--- config.mk ---
export PLATFORM = sky130hd
export DESIGN_NAME = cpwm_channel
export DESIGN_NICKNAME = d
export VERILOG_FILES = /design/src/rtl/cpwm_pkg.sv /design/src/rtl/cpwm_counter.sv /design/src/rtl/cpwm_dt_side.sv /design/src/rtl/cpwm_channel.sv
export SDC_FILE = /design/constraint.sdc
export NUM_CORES = 1
export LEC_CHECK = 0
export BUFFER_PORTS_ARGS = -buffer_cell sky130_fd_sc_hd__buf_2
export CAP_MARGIN = 40
export CELL_PAD_IN_SITES_DETAIL_PLACEMENT = 0
export CELL_PAD_IN_SITES_GLOBAL_PLACEMENT = 1
export CORE_MARGIN = 5
export CORE_UTILIZATION = 49
export DETAILED_ROUTE_END_ITERATION = 8
export PLACE_DENSITY_LB_ADDON = 0.05
export SYNTH_ARGS = -nofsm -noshare
export SYNTH_HDL_FRONTEND = slang
export SYNTH_SLANG_ARGS = --single-unit
--- constraint.sdc ---
create_clock -name clk -period 6.8 [get_ports clk]
set_clock_uncertainty 0.2 [all_clocks]
set_input_delay 1.36 -clock clk [delete_from_list [all_inputs] [get_ports clk]]
set_output_delay 1.36 -clock clk [all_outputs]
set_load 0.005 [all_outputs]
--- src/rtl/cpwm_pkg.sv ---
package cpwm_pkg;
  localparam int unsigned CPWM_CNT_W = 16;
  localparam int unsigned CPWM_DT_W  = 16;
  localparam int unsigned CPWM_SIDES = 2;
  localparam int unsigned CPWM_HI    = 0;
  localparam int unsigned CPWM_LO    = 1;
endpackage

--- src/rtl/cpwm_counter.sv ---
module cpwm_counter #(
  parameter int unsigned CNT_W = cpwm_pkg::CPWM_CNT_W
) (
  input  logic             clk,
  input  logic             rst_n,
  input  logic             en_i,
  input  logic [CNT_W-1:0] period_i,
  input  logic [CNT_W-1:0] duty_i,
  output logic             ideal_o,
  output logic             start_o,
  output logic             run_o
);
  localparam int unsigned EXT_W = CNT_W + 1;

  logic [CNT_W-1:0] cnt_q, cnt_d;
  logic [CNT_W-1:0] per_q, per_d;
  logic [CNT_W-1:0] duty_q, duty_d;
  logic             ideal_q, ideal_d;
  logic             start_q, start_d;
  logic             run_q;
  logic [EXT_W-1:0] cnt_inc;
  logic             last;

  assign cnt_inc = {1'b0, cnt_q} + EXT_W'(1);
  assign last    = (cnt_inc >= {1'b0, per_q});

  always_comb begin
    cnt_d  = cnt_q;
    per_d  = per_q;
    duty_d = duty_q;
    if (!en_i) begin
      cnt_d  = '0;
      per_d  = period_i;
      duty_d = duty_i;
    end else if (last) begin
      cnt_d  = '0;
      per_d  = period_i;
      duty_d = duty_i;
    end else begin
      cnt_d = cnt_inc[CNT_W-1:0];
    end
    ideal_d = en_i && (cnt_q < duty_q);
    start_d = en_i && (cnt_q == '0);
  end

  always_ff @(posedge clk or negedge rst_n) begin
    if (!rst_n) begin
      cnt_q   <= '0;
      per_q   <= '0;
      duty_q  <= '0;
      ideal_q <= 1'b0;
      start_q <= 1'b0;
      run_q   <= 1'b0;
    end else begin
      cnt_q   <= cnt_d;
      per_q   <= per_d;
      duty_q  <= duty_d;
      ideal_q <= ideal_d;
      start_q <= start_d;
      run_q   <= en_i;
    end
  end

  assign ideal_o = ideal_q;
  assign start_o = start_q;
  assign run_o   = run_q;


  cnt_range_chk: assert property (@(posedge clk) disable iff (!rst_n)
    (per_q == '0) ? (cnt_q == '0) : (cnt_q < per_q));


  shadow_hold_chk: assert property (@(posedge clk) disable iff (!rst_n)
    (en_i && !last) |=> ($stable(per_q) && $stable(duty_q)));
endmodule

--- src/rtl/cpwm_dt_side.sv ---
module cpwm_dt_side #(
  parameter int unsigned DT_W = cpwm_pkg::CPWM_DT_W
) (
  input  logic            clk,
  input  logic            rst_n,
  input  logic            act_i,
  input  logic            dly_en_i,
  input  logic [DT_W-1:0] dly_i,
  output logic            gate_o
);
  localparam logic [DT_W-1:0] RUN_MAX = '1;

  logic [DT_W-1:0] run_q, run_d;
  logic            gate_q, gate_d;

  always_comb begin
    if (!act_i)
      run_d = '0;
    else if (run_q != RUN_MAX)
      run_d = run_q + DT_W'(1);
    else
      run_d = run_q;
    gate_d = act_i && (!dly_en_i || (run_q >= dly_i));
  end

  always_ff @(posedge clk or negedge rst_n) begin
    if (!rst_n) begin
      run_q  <= '0;
      gate_q <= 1'b0;
    end else begin
      run_q  <= run_d;
      gate_q <= gate_d;
    end
  end

  assign gate_o = gate_q;


  gate_src_chk: assert property (@(posedge clk) disable iff (!rst_n)
    gate_o |-> $past(act_i));


  rise_delay_chk: assert property (@(posedge clk) disable iff (!rst_n)
    ($rose(gate_o) && $past(dly_en_i) && ($past(dly_i) != '0)) |-> $past(act_i, 2));
endmodule

--- src/rtl/cpwm_channel.sv ---
module cpwm_channel #(
  parameter int unsigned CNT_W = cpwm_pkg::CPWM_CNT_W,
  parameter int unsigned DT_W  = cpwm_pkg::CPWM_DT_W
) (
  input  logic             clk,
  input  logic             rst_n,
  input  logic             en_i,
  input  logic [CNT_W-1:0] period_i,
  input  logic [CNT_W-1:0] duty_i,
  input  logic             dt_en_i,
  input  logic [DT_W-1:0]  dt_hi_i,
  input  logic [DT_W-1:0]  dt_lo_i,
  output logic             gate_hi_o,
  output logic             gate_lo_o,
  output logic             period_start_o
);
  import cpwm_pkg::*;

  logic                         ideal;
  logic                         run;
  logic [CPWM_SIDES-1:0]        side_act;
  logic [CPWM_SIDES-1:0]        side_gate;
  logic [CPWM_SIDES-1:0][DT_W-1:0] side_dly;

  cpwm_counter #(.CNT_W(CNT_W)) u_cnt (
    .clk      (clk),
    .rst_n    (rst_n),
    .en_i     (en_i),
    .period_i (period_i),
    .duty_i   (duty_i),
    .ideal_o  (ideal),
    .start_o  (period_start_o),
    .run_o    (run)
  );

  assign side_act[CPWM_HI] = ideal;
  assign side_act[CPWM_LO] = run && !ideal;
  assign side_dly[CPWM_HI] = dt_hi_i;
  assign side_dly[CPWM_LO] = dt_lo_i;

  for (genvar g = 0; g < CPWM_SIDES; g++) begin : g_side
    cpwm_dt_side #(.DT_W(DT_W)) u_side (
      .clk      (clk),
      .rst_n    (rst_n),
      .act_i    (side_act[g]),
      .dly_en_i (dt_en_i),
      .dly_i    (side_dly[g]),
      .gate_o   (side_gate[g])
    );
  end

  assign gate_hi_o = side_gate[CPWM_HI];
  assign gate_lo_o = side_gate[CPWM_LO];


  no_overlap_chk: assert property (@(posedge clk) disable iff (!rst_n)
    !(gate_hi_o && gate_lo_o));


  disabled_idle_chk: assert property (@(posedge clk) disable iff (!rst_n)
    $past(!en_i, 2) |-> (!gate_hi_o && !gate_lo_o));


  reset_idle_chk: assert property (@(posedge clk)
    !rst_n |-> (!gate_hi_o && !gate_lo_o && !period_start_o));
endmodule

# Yosys cells after proc, flatten, opt, wreduce, memory -nomap -nowiden
# Cells that the tools add are included.
word_totals:
  ff_bits: 85
  in_bits: 68
  output_inout_bits: 3
  word_cells: 42
classes:
  add_sub_neg: 3
  magnitude_cmp: 4
  n_eq_ne: 5
  mux: 10
  reduce_logical: 10
op_table:
  columns: ["op", "n"]
  rows:
  - ["two-way mux 16 bit", 10]
  - ["adder 16 x 1 -> 16 bit (second input constant)", 2]
  - ["greater-or-equal comparator 16 bit", 2]
  - ["inequality test 16 bit (second input constant)", 2]
  - ["adder 16 x 1 -> 17 bit (second input constant)", 1]
  - ["greater-or-equal comparator 17 x 16 -> 1 bit", 1]
  - ["logical NOT 16 bit", 1]
  - ["less-than comparator 16 bit", 1]
  - ["logical AND 1 bit", 5]
  - ["inequality test 2 x 1 -> 1 bit (second input constant)", 2]
  - ["logical NOT 1 bit", 2]
  - ["logical OR 1 bit", 2]
  - ["inequality test 2 bit (second input constant)", 1]

# Depth between registers and ports, before layout
logic_depth:
  depth_word: 4
  mapped_depth: 13
  depth_no_buf: 12

# By module
# From an unflattened synthesis, not the netlist that was laid out.
hier_totals:
  hier_cells: 567
  hier_area_um2: 5556.6
by_module_without_submodules:
  columns: ["mod", "instances", "cells_each", "area_each_um2", "seq_area_each_um2"]
  rows:
  - ["cpwm_counter", 1, 252, 2885.3, 1276.2]
  - ["cpwm_dt_side", 2, 157, 1328.8, 425.4]
  - ["cpwm_channel", 1, 1, 13.8, 0.0]

# Least setup slack after synthesis
# No wires, ideal clock.
synth_path:
  path_type: "register to register"
  start: "register u_cnt.cnt_q[2]"
  end: "register u_cnt.duty_q[15]"
  setup_ns: 0.130
  arrival_time_ns: 2.601
  t_required_ns: 6.470
  setup_slack_ns: 3.869
  path_stages_with_launch: 14
  path_buffers: 1
  period_less_slack_ns: 2.931
  path_cell_list: "dfrtp_1 -> nand3_2 -> nor2_1 -> nand4_2 -> nor2_1 -> xor2_1 -> ha_1 -> a21oi_1 -> nand2_1 -> a21oi_1 -> a41oi_4 -> clkbuf_2 -> o21ai_0 -> o31ai_1"
synth_between:
  elab_chain_len: 3
synth_rtl:
  columns: ["item", "line_no", "rtl"]
  rows:
  - ["start: declaration", "cpwm_counter.sv:15", "logic [CNT_W-1:0] cnt_q, cnt_d;"]
  - ["start signal: assignment", "cpwm_counter.sv:55", "cnt_q <= cnt_d;"]
  - ["adder 16 x 1 -> 17 bit", "cpwm_counter.sv:24", "assign cnt_inc = {1'b0, cnt_q} + EXT_W'(1);"]
  - ["greater-or-equal comparator 17 x 16 -> 1 bit", "cpwm_counter.sv:25", "assign last = (cnt_inc >= {1'b0, per_q});"]
  - ["inequality test 2 x 1 -> 1 bit (no line)", null, null]
  - ["end signal: assignment", "cpwm_counter.sv:57", "duty_q <= duty_d;"]
  - ["end: declaration", "cpwm_counter.sv:17", "logic [CNT_W-1:0] duty_q, duty_d;"]
# No other way between the ends.
# A chain may end at the register's enable or synchronous reset.

# Final worst setup path
layout_path:
  start: "register u_cnt.cnt_q[0]"
  end: "register u_cnt.duty_q[1]"
# Same word-level chain as after synthesis.

==> impl_metrics.env <==
export IMPL_cts_hold_buffers=0
export IMPL_synth_top_area_cell="dfrtp_1"
export IMPL_rows=38
export IMPL_power_frac_clock_pct=40.8
export IMPL_rsz0062_at_grt="false"
export IMPL_fmax_mhz=260
export IMPL_drc=0
export IMPL_overflow=0
export IMPL_crit_path_start="u_cnt.cnt_q[0]$_DFF_PN0_"
export IMPL_r2r_start="u_cnt.cnt_q[0]$_DFF_PN0_"
export IMPL_cp_max_fo=30
export IMPL_slew_headroom_pct=56.2
export IMPL_pwr_share_seq_pct=47.6
export IMPL_timing_setup_tns_ps=0
export IMPL_wl_per_cell_um=15.3
export IMPL_final_cell_mix="dfrtp_1 (85), inv_1 (71), buf_2 (69)"
export IMPL_antenna_found_initial=0
export IMPL_fin_crit_ps=3850
export IMPL_hold_viol=0
export IMPL_grt_max_degree=61
export IMPL_htree_levels=3
export IMPL_grt_pass1_wl_mm=20.7
export IMPL_dr_pass1_iters=4
export IMPL_tightest_slew_ps=655
export IMPL_cts_setup_buffers=0
export IMPL_die_x_um=116
export IMPL_cap_viol_max_count=0
export IMPL_viasPerCell=5.52
export IMPL_clock_sinks=85
export IMPL_ir_drop_mv=0.127
export IMPL_final_cell_area_mm2=0.00623
export IMPL_routed_wl_mm=12.2
export IMPL_avgSynthCellArea_um2=9.41
export IMPL_start_kind="flop"
export IMPL_synthesis_area_mm2=0.00549
export IMPL_diodes=0
export IMPL_io_buffers=70
export IMPL_drt_iter0_drc=208
export IMPL_cts_tree="yes"
export IMPL_switching_power_uw=282
export IMPL_p_per_area_mw_per_mm2=182
export IMPL_cp_arrival_ps=3880
export IMPL_ctsResizeCount=0
export IMPL_fin_util_pct=56.9
export IMPL_core_mm2=0.0109
export IMPL_cp_required_ps=6840
export IMPL_die_area_mm2=0.0134
export IMPL_synthTopCellsByArea="dfrtp_1 (39%), ha_1 (15%), inv_1 (4.9%)"
export IMPL_layout_commonest_cell="dfrtp_1"
export IMPL_crit_type="reg -> reg"
export IMPL_yosysWarnings=0
export IMPL_ys_ff_latch=85
export IMPL_synth_edf_count=0
export IMPL_vias=4405
export IMPL_slew_viol_final=0
export IMPL_combPwrFrac_pct=11.7
export IMPL_dpl_cell_area_mm2=0.00595
export IMPL_initial_core_util_pct=50.2
export IMPL_dp_hpwl_mm=9.35
export IMPL_grt_pass1_vias=4328
export IMPL_io_pins=71
export IMPL_yosysUniqueCellTypes=50
export IMPL_p_int_uw=851
export IMPL_fp_dieH_um=116
export IMPL_ant_nets=0
export IMPL_ys_dominant_reg_cell="dfrtp_1"
export IMPL_place_gp_congestion=0.855
export IMPL_clk_latency_ps=330
export IMPL_root_buffer="clkbuf_16"
export IMPL_synthArstFlopShare_pct=100
export IMPL_finalSetupViolCount=0
export IMPL_cp_end_kind="flop"
export IMPL_cts_path_max_buffers=2
export IMPL_drive_gt1_share_pct=14.6
export IMPL_hp_class="reg -> reg"
export IMPL_grt_usage_pct=19.2
export IMPL_period_share_pct=56.6
export IMPL_ys_seq_area_share_pct=38.7
export IMPL_cts_made_buffers=9
export IMPL_path_clk_slew_ps=60
export IMPL_r2r_setup_slack_ps=2950
export IMPL_synth_nets=719
export IMPL_worstHoldStart="u_cnt.duty_q[0]$_DFFE_PN0P_"
export IMPL_area_delta_synth_final_pct=13.3
export IMPL_status="complete, no violations"
export IMPL_netlist_instances=584
export IMPL_leakage_uw=0.00322
export IMPL_p_sw_share_pct=24.9
export IMPL_fin_nets=788
export IMPL_synth_top_area_share_pct=38.7
[registers in the layout (all words and copies together) (netlist names)]
signal	flops
g_side.u_side.gate_o	2
g_side.u_side.run_q	32
u_cnt.cnt_q	16
u_cnt.duty_q	16
u_cnt.ideal_o	1
u_cnt.per_q	16
u_cnt.run_o	1
u_cnt.start_o	1
[through the flow]
step / total power (uW) / hold WS (ps) / cells / worst slack (ps)
2_1_floorplan: 625 / 261 / 584 / 3870
3_5_place_dp: 683 / 309 / 782 / 3000
5_1_grt: 1190 / 345 / 798 / 2600
3_3_place_gp: 677 / 297 / 781 / 2860
4_1_cts: 1150 / 321 / 798 / 2980
6_report: 1130 / 314 / 798 / 2950
[Yosys cell counts, types with 2 or more instances]
cell type  number
a211oi_1        9
a21o_1         11
a21oi_1        12
a31oi_1         4
and2_1          6
and3_1         19
and4_1          4
buf_2           6
clkbuf_1        3
clkbuf_2        3
clkbuf_8        2
dfrtp_1        85
ha_1           67
inv_1          71
mux2i_1         3
nand2_1        31
nand2b_1        7
nand3_1        24
nand3b_1        3
nand4_1        19
nor2_1         36
nor2b_1         4
nor3_1         11
nor4_1          7
nor4b_1         2
o2111ai_1       3
o211ai_1        3
o21a_1          3
o21ai_0        41
o31ai_1        31
xnor2_1        22
xor2_1         14
[worst max-delay path, cell delays in order (launching register included)]
cell      delay (ps)
dfrtp_1          460
ha_1             290
nand4_1          120
nor3_2           200
and4_1           240
xor2_1            80
ha_1             300
nand4_1          170
nor4_1           400
nand2_1          120
nand3b_1         520
buf_4            400
o21ai_0          140
o31ai_1          100
[layout make-up]
cell class              instances  area, um2
clock buffers                  13        260
repair buffers                 74        387
well taps                     140        175
inverters                      72        270
clock inverters                 3       18.8
fillers                      1002       4710
multi-input cells             411       2990
flip-flops and latches         85       2130
[power groups by stage]
stage	registers, uW	clock network [uW]	logic, uW
after floorplan	545	0	79.7
after global placement	548	0	129
after detailed placement	549	0	134
after CTS	539	474	135
after global routing	541	499	154
final	539	462	132
[metal layers]
metal / wire length [um] / vias to the layer above / part of all wire [%] / track usage (%)
li1: - / 2223 / - / -
met1: 5610 / 2088 / 46 / 25.1
met2: 6010 / 80 / 49 / 33.0
met3: 441 / 14 / 3.6 / 3.29
met4: 153 / 0 / 1.3 / 5.49
met5: 0 / - / 0 / 0
[worst paths after layout]
kind	cells past startpoint	endpoint
max	13	u_cnt.duty_q[1]$_DFFE_PN0P_
min	2	u_cnt.duty_q[0]$_DFFE_PN0P_
max reg2reg	13	u_cnt.duty_q[1]$_DFFE_PN0P_
min reg2reg	2	u_cnt.duty_q[0]$_DFFE_PN0P_
max in group asynchronous	2	u_cnt.duty_q[0]$_DFFE_PN0P_
min in group asynchronous	1	g_side[0].u_side.run_q[8]$_DFFE_PN0P_
[kinds of logic after synthesis]
| kind of cell | Yosys count | synth area share (%) |
|---|---|---|
| and+or+nand+nor | 178 | 17.2 |
| AOI/OAI and AO/OA | 127 | 15.7 |
| buffers and inverters | 88 | 6.88 |
| DFF | 85 | 38.7 |
| adders and majority gates | 67 | 15.3 |
| xor gates and xnor gates | 36 | 5.74 |
| muxes | 3 | 0.547 |
Note: power is estimated with default switching activity, not from simulation.
